===== src/rtl/bsram_pkg.sv =====
package bsram_pkg;
   // Kind of cycle decoded on one clock edge
   typedef enum logic [1:0] {
      K_DESEL = 2'd0,
      K_START = 2'd1,
      K_NEXT  = 2'd2,
      K_HOLD  = 2'd3
   } kind_e;
endpackage


===== src/rtl/bsram_decode.sv =====
module bsram_decode
   import bsram_pkg::*;
#(
   parameter int NBYTE = 2
) (
   input  logic             cs_master_n,
   input  logic             cs_hi,
   input  logic             cs_lo_n,
   input  logic             strb_cpu_n,
   input  logic             strb_ctl_n,
   input  logic             step_n,
   input  logic             wr_all_n,
   input  logic             wr_byte_n,
   input  logic [NBYTE-1:0] byte_en_n,
   output kind_e            kind,
   output logic [NBYTE-1:0] mask
);
   logic cpu_go, ctl_go, sel_ok;

   always_comb begin
      // the master select gates only the processor strobe
      cpu_go = !strb_cpu_n && !cs_master_n;
      ctl_go = !cpu_go && !strb_ctl_n;
      sel_ok = !cs_master_n && cs_hi && !cs_lo_n;
      if (cpu_go || ctl_go)
         kind = sel_ok ? K_START : K_DESEL;
      else
         kind = step_n ? K_HOLD : K_NEXT;
      if (cpu_go)
         mask = '0;
      else if (!wr_all_n)
         mask = '1;
      else if (!wr_byte_n)
         mask = ~byte_en_n;
      else
         mask = '0;
   end
endmodule


===== src/rtl/bsram_burst.sv =====
module bsram_burst #(
   parameter int ADDR_W  = 6,
   parameter int BURST_W = 2
) (
   input  logic              clk,
   input  logic              rst_n,
   input  logic              load,
   input  logic              step,
   input  logic [ADDR_W-1:0] load_addr,
   input  logic              linear,
   output logic [ADDR_W-1:0] cur_addr,
   output logic [ADDR_W-1:0] nxt_addr
);
   logic [ADDR_W-1:0]  base_q;
   logic [BURST_W-1:0] cnt_q;

   function automatic logic [ADDR_W-1:0] form(input logic [ADDR_W-1:0] b,
                                              input logic [BURST_W-1:0] c,
                                              input logic lin);
      logic [BURST_W-1:0] lo;
      lo = lin ? (b[BURST_W-1:0] + c) : (b[BURST_W-1:0] ^ c);
      return {b[ADDR_W-1:BURST_W], lo};
   endfunction

   always_ff @(posedge clk or negedge rst_n) begin
      if (!rst_n) begin
         base_q <= '0;
         cnt_q  <= '0;
      end else if (load) begin
         base_q <= load_addr;
         cnt_q  <= '0;
      end else if (step) begin
         cnt_q  <= cnt_q + 1'b1;
      end
   end

   always_comb begin
      cur_addr = form(base_q, cnt_q, linear);
      if (load)
         nxt_addr = load_addr;
      else if (step)
         nxt_addr = form(base_q, cnt_q + 1'b1, linear);
      else
         nxt_addr = cur_addr;
   end
endmodule


===== src/rtl/bsram_lanes.sv =====
module bsram_lanes #(
   parameter int ADDR_W = 6,
   parameter int NBYTE  = 2,
   parameter int BYTE_W = 8
) (
   input  logic                    clk,
   input  logic                    rst_n,
   input  logic [NBYTE-1:0]        cap_mask,
   input  logic [ADDR_W-1:0]       cap_addr,
   input  logic [NBYTE*BYTE_W-1:0] cap_data,
   input  logic [ADDR_W-1:0]       rd_addr,
   output logic [NBYTE*BYTE_W-1:0] rd_data
);
   localparam int DEPTH = 1 << ADDR_W;
   localparam int DW    = NBYTE * BYTE_W;

   // input register: holds a qualified write for one cycle
   logic [NBYTE-1:0]  mask_q;
   logic [ADDR_W-1:0] addr_q;
   logic [DW-1:0]     data_q;

   always_ff @(posedge clk or negedge rst_n) begin
      if (!rst_n) begin
         mask_q <= '0;
         addr_q <= '0;
         data_q <= '0;
      end else begin
         mask_q <= cap_mask;
         addr_q <= cap_addr;
         data_q <= cap_data;
      end
   end

   for (genvar g = 0; g < NBYTE; g++) begin : g_lane
      logic [BYTE_W-1:0] mem [DEPTH];
      always_ff @(posedge clk) begin
         if (mask_q[g])
            mem[addr_q] <= data_q[g*BYTE_W +: BYTE_W];
      end
      assign rd_data[g*BYTE_W +: BYTE_W] = mem[rd_addr];
   end
endmodule


===== src/rtl/bsram_core.sv =====
module bsram_core
   import bsram_pkg::*;
#(
   parameter int ADDR_W  = 6,
   parameter int NBYTE   = 2,
   parameter int BYTE_W  = 8,
   parameter int BURST_W = 2
) (
   input  logic                    clk,
   input  logic                    rst_n,
   input  logic [ADDR_W-1:0]       addr,
   input  logic                    cs_master_n,
   input  logic                    cs_hi,
   input  logic                    cs_lo_n,
   input  logic                    strb_cpu_n,
   input  logic                    strb_ctl_n,
   input  logic                    step_n,
   input  logic                    wr_all_n,
   input  logic                    wr_byte_n,
   input  logic [NBYTE-1:0]        byte_en_n,
   input  logic                    out_en_n,
   input  logic                    linear,
   input  logic                    flow_thru,
   input  logic [NBYTE*BYTE_W-1:0] din,
   output logic [NBYTE*BYTE_W-1:0] dout,
   output logic                    dout_en
);
   localparam int DW = NBYTE * BYTE_W;

   initial begin
      assert (NBYTE >= 1) else $error("NBYTE must be at least 1");
      assert (BYTE_W >= 1) else $error("BYTE_W must be at least 1");
      assert (BURST_W >= 1 && BURST_W < ADDR_W) else $error("BURST_W out of range");
      assert (ADDR_W <= 12) else $error("ADDR_W too large for an on-chip array");
   end

   kind_e             kind;
   logic [NBYTE-1:0]  mask, cap_mask;
   logic [ADDR_W-1:0] cur_addr, nxt_addr;
   logic [DW-1:0]     rd_data, pipe_data;
   logic              act, rd_now, wr_now, pipe_vld;
   logic              seq_cyc, do_load, do_step, wr_cyc;

   bsram_decode #(.NBYTE(NBYTE)) u_dec (
      .cs_master_n(cs_master_n), .cs_hi(cs_hi), .cs_lo_n(cs_lo_n),
      .strb_cpu_n(strb_cpu_n), .strb_ctl_n(strb_ctl_n), .step_n(step_n),
      .wr_all_n(wr_all_n), .wr_byte_n(wr_byte_n), .byte_en_n(byte_en_n),
      .kind(kind), .mask(mask)
   );

   always_comb begin
      seq_cyc  = act && (kind == K_NEXT || kind == K_HOLD);
      do_load  = (kind == K_START);
      do_step  = act && (kind == K_NEXT);
      cap_mask = (do_load || seq_cyc) ? mask : '0;
      wr_cyc   = |cap_mask;
   end

   bsram_burst #(.ADDR_W(ADDR_W), .BURST_W(BURST_W)) u_burst (
      .clk(clk), .rst_n(rst_n), .load(do_load), .step(do_step),
      .load_addr(addr), .linear(linear),
      .cur_addr(cur_addr), .nxt_addr(nxt_addr)
   );

   bsram_lanes #(.ADDR_W(ADDR_W), .NBYTE(NBYTE), .BYTE_W(BYTE_W)) u_lanes (
      .clk(clk), .rst_n(rst_n), .cap_mask(cap_mask), .cap_addr(nxt_addr),
      .cap_data(din), .rd_addr(cur_addr), .rd_data(rd_data)
   );

   always_ff @(posedge clk or negedge rst_n) begin
      if (!rst_n) begin
         act       <= 1'b0;
         rd_now    <= 1'b0;
         wr_now    <= 1'b0;
         pipe_vld  <= 1'b0;
         pipe_data <= '0;
      end else begin
         unique case (kind)
            K_DESEL: begin
               act    <= 1'b0;
               rd_now <= 1'b0;
               wr_now <= 1'b0;
            end
            K_START: begin
               act    <= 1'b1;
               rd_now <= !wr_cyc;
               wr_now <= wr_cyc;
            end
            default: begin
               rd_now <= seq_cyc && !wr_cyc;
               wr_now <= wr_cyc;
            end
         endcase
         pipe_vld  <= rd_now;
         pipe_data <= rd_data;
      end
   end

   always_comb begin
      dout    = flow_thru ? rd_data : pipe_data;
      dout_en = (flow_thru ? rd_now : pipe_vld) && !out_en_n && !wr_now;
   end
endmodule


===== config.mk =====
export PLATFORM = sky130hd
export DESIGN_NAME = bsram_core
export DESIGN_NICKNAME = d
export VERILOG_FILES = /design/src/rtl/bsram_pkg.sv /design/src/rtl/bsram_decode.sv /design/src/rtl/bsram_burst.sv /design/src/rtl/bsram_lanes.sv /design/src/rtl/bsram_core.sv
export SDC_FILE = /design/constraint.sdc
export NUM_CORES = 1
export LEC_CHECK = 0
export BUFFER_PORTS_ARGS = -buffer_cell sky130_fd_sc_hd__clkbuf_2
export CAP_MARGIN = 20
export CORE_ASPECT_RATIO = 1.5
export CORE_MARGIN = 8
export CORE_UTILIZATION = 60
export CTS_CLUSTER_SIZE = 40
export DETAILED_ROUTE_END_ITERATION = 7
export PLACE_DENSITY = 0.73
export SYNTH_ARGS = -nofsm -noshare
export SYNTH_HDL_FRONTEND = slang
export SYNTH_HIERARCHICAL = 1
export SYNTH_SLANG_ARGS = --single-unit

===== constraint.sdc =====
create_clock -name clk -period 3.2 [get_ports clk]
set_clock_uncertainty 0.05 [all_clocks]
set_input_delay 0.32 -clock clk [delete_from_list [all_inputs] [get_ports clk]]
set_output_delay 0.32 -clock clk [all_outputs]
set_load 0.02 [all_outputs]

==> results.md <==
- Max Cap Viol: 0
- Vias in the first global route: approximately 23000
- Fraction of layout cells with a size suffix above 1: 36.0%
- M2 GR Usage: 45.8%
- Die H: between 300 and 400 um
- Vias: between 20000 and 25000
- Pre-Repair DR Iteration Count: 5
- Endpoints failing hold: 0
- Slew Limit Headroom: 26.5%
- Die ar.: 0.0787 mm^2
- Sw frac: between 20% and 30%
- Sw Pwr: 0.0113 W
- Minimum clock period: 4.01 ns
- Layout Nets: around 2400
- Initial core utilization: 60.6%
- Critical path type: reg2out
- LEAKAGE: 16.6 nW
- Routability cong.: 0.827
- CP delay by family, top: multiplexers
- Worst setup margin: -0.813 ns
- Drt drc: 0
- Stages on worst setup path: 14
- Startpoint class of the critical path: flip-flop
- Netlist cell types: 52
- Layout fillers: about 3900
- CTS sink cnt: 1076
- Post-synth EDFFs: 1024
- Status: finished, violations left
- CP required: between 2 and 3 ns
- GR Layer Usage met3: 4.34%
- Fin cells: between 3000 and 4000
- Worst-Skew Late Latency: roughly 0.65 ns
- Reg2reg path depth: 13
- Clock Pin Slew Worst Setup and Hold Paths: ~0.060 ns
- GR peak layer: met2
- Period utilization: 125%
- Commonest non-fill, non-tap cell in the layout: edfxtp_1
- Fmax: 249 MHz
- DPL Wire Length: approximately 63 mm
- Met1 Track Usage GR: 31.2%
- Mean post-synth cell area: 20.8 um^2
- IO Pins: 54
- Yosys reg bits: 1076
- Total gr overflow: 0
- Syn_nets: 2051
- Worst hold slack: 0.0662 ns
- Critical Path Max Stage Delay: 0.50 ns
- FF-to-FF Start: u_burst/base_q[0]
- Setup violators final: 16
- Number of buffers created by CTS: 94
- Cell mode on critical path: buf_12
- Post-Syn Area: 0.0419 mm^2
- Die X: 232 um
- Pre-CTS setup slack: -0.677 ns
- Synthesis-to-layout area growth: 19.7%
- Sequential fraction of the synthesis area: 76.6%
- VDD IR-drop max: ~0.57 mV
- Via density: 6.48
- Failing checks: setup timing
- Worst Hold Class: in2reg
- Combinational power share: 32.4%
- Commonest non-fill, non-tap cells in the layout: edfxtp_1 (1024), buf_4 (248), mux4_2 (222), nor2_1 (147), clkbuf_16 (95)
- WL final: 103 mm
- ANT cells: 0
- DRT iter0 DRCs: 2438
- Worst slew pin tran: 1.10 ns
- GRT Total Usage: approximately a quarter
- Cells after Synth: 2012
- Design internal power: 0.0284 W
- Synth Warn #: 6
- Area occupied by multi-input gates: 0.00988 mm^2
- Power per Cell Area: 790 mW/mm^2
- Seq pwr share: 40.2%
- First-pass GRT wire length: 150 mm
- Arrival time worst endpoint: approximately 3.6 ns
- CTS tree: yes
- CTS Buffer Depth: 3
- Area of the core: 0.0691 mm^2
- R2r setup slk: 0.35 ns
- Initial antenna violation count: 0
- Final Max Tran Viols: 0
- Post-route ant nets: 0
- Placed Cells incl. Taps: 3117
- Max Fanout on Critical Path: 7
- R2r endpoint: pipe_data[10]
- CP cell instances: ha_4, inv_8, buf_12, buf_12, buf_16, buf_6, mux4_2, mux2i_1, nor2_1, a211oi_2, buf_4, a311oi_4, mux2_4, buf_8
- Largest net degree at the start of global routing: 65
- Unrepaired setup endpoints after global routing: true
- CP startpoint: u_burst/base_q[0]
- Share of flip-flops with an asynchronous set or reset: 4.83%
- Storage cell area: 0.0321 mm^2
- Worst Hold Launch: byte_en_n[1]
- Drt wl/cell: between 30 and 40 um
- Site row count: 118
- Main synth FF type: edfxtp_1
- # H-tree levels: 3
- Buffers & Inverters on Critical Path: 7
- Part of the power in the clock network: 27.4%
- Crit. End Element: output port
- Crit path max-delay cell type: mux4_2
- Port Buf Inserts: 53
- Worst setup endpoint: dout[12]
- Root Driver: clkbuf_16
final cells by class:
cell class / count / share of cell area, %
Clock buffer: 121 / 5.02
Sequential cell: 1076 / 64.0
Inverter: 16 / 0.135
Tap cell: 900 / 2.25
Multi-Input combinational cell: 803 / 19.7
Timing Repair Buffer: 404 / 8.15
Clock inverter: 48 / 0.741
synthesized netlist by cell type, drive strengths merged, types with 6 or more instances:
cell | count | area share [%]
a221oi | 19 | 0.46
nor2b | 32 | 0.48
buf | 77 | 1.5
a31oi | 9 | 0.13
and4 | 11 | 0.23
a22oi | 60 | 1.1
a311oi | 13 | 0.27
a21oi | 11 | 0.13
mux4 | 224 | 12
o21ai | 7 | 0.084
edfxtp | 1024 | 73
nand3 | 29 | 0.35
nand3b | 6 | 0.11
a211o | 9 | 0.19
mux2 | 30 | 0.89
a211oi | 14 | 0.25
nor2 | 150 | 1.4
mux2i | 90 | 2.2
a22o | 6 | 0.13
inv | 16 | 0.14
nand2 | 42 | 0.38
dfrtp | 52 | 3.1
clkbuf | 40 | 0.37
flip-flops by register name (all words and copies together) (netlist names), 2 cells and up:
signal / flops
pipe_data: 16
u_burst/base_q: 6
u_burst/cnt_q: 2
u_lanes/addr_q: 6
u_lanes/data_q: 16
u_lanes/g_lane.mem: 1024
u_lanes/mask_q: 2
worst min-delay path by stage:
stage	endpoint	slack (ns)	cells past startpoint
floorplan	act	-0.03	0
CTS	wr_now	0.03	5
global placement	pipe_vld	0.31	0
global route	wr_now	0.09	5
finish	wr_now	0.07	5
detailed placement	pipe_vld	0.33	0
through the flow:
step / setup TNS [ns] / cell area, um^2 / utilization [%] / power (W)
global placement: -5.98 / 44900 / 64.9 / 0.0258
global route: -13.58 / 50100 / 72.5 / 0.0407
detailed placement: -6.43 / 44900 / 64.9 / 0.0260
floorplan: 0 / 41900 / - / 0.0225
CTS: -12.48 / 49700 / 71.9 / 0.0392
finish: -12.16 / 50100 / 72.5 / 0.0396
metal layers:
layer / share of wire (%) / vias to the layer above
li1: - / 9049
met1: 35 / 11400
met2: 53 / 1097
met3: 6.9 / 253
met4: 5.3 / 0
met5: 0 / -
worst register-to-register path, stage by stage, from the launching register on:
cell and delay [ns]:
dfrtp_1 0.41, ha_2 0.20, nand2_2 0.07, xnor2_2 0.14, buf_6 0.16, buf_12 0.17
bufbuf_16 0.28, buf_4 0.14, mux2i_2 0.14, a22oi_2 0.31, a31oi_1 0.14, buf_4 0.18
a311oi_4 0.24, buf_4 0.16
power groups by stage:
stage | clock network (W) | logic, W | registers, W
floorplan | 0 | 0.00639 | 0.0161
finish | 0.0109 | 0.0128 | 0.0159
global route | 0.0115 | 0.0133 | 0.0159
global placement | 0 | 0.00954 | 0.0163
detailed placement | 0 | 0.00967 | 0.0163
CTS | 0.0110 | 0.0123 | 0.0160
timing repair:
| item | in CTS | in global routing |
|---|---|---|
| pin swaps | 45 | 28 |
| setup buffers | 30 | 13 |
| gates resized for setup | 215 | 39 |
| hold endpoints to repair | 51 | 0 |
| gates cloned | 13 | 0 |
| hold buffers | 26 | 0 |
| endpoints found under the setup margin | 17 | 16 |
logic make-up after synthesis:
family / Yosys count / synth area share [%]
flip-flops: 1076 / 76.6
adder cells (fa/ha/maj): 2 / 0.0598
multiplexers: 344 / 15.1
buffers and inverters: 133 / 1.98
AO/OA/AOI/OAI: 154 / 2.83
AND/OR/NAND/NOR: 298 / 3.34
XOR/XNOR: 5 / 0.105
Power figures use the tool's default switching activity.
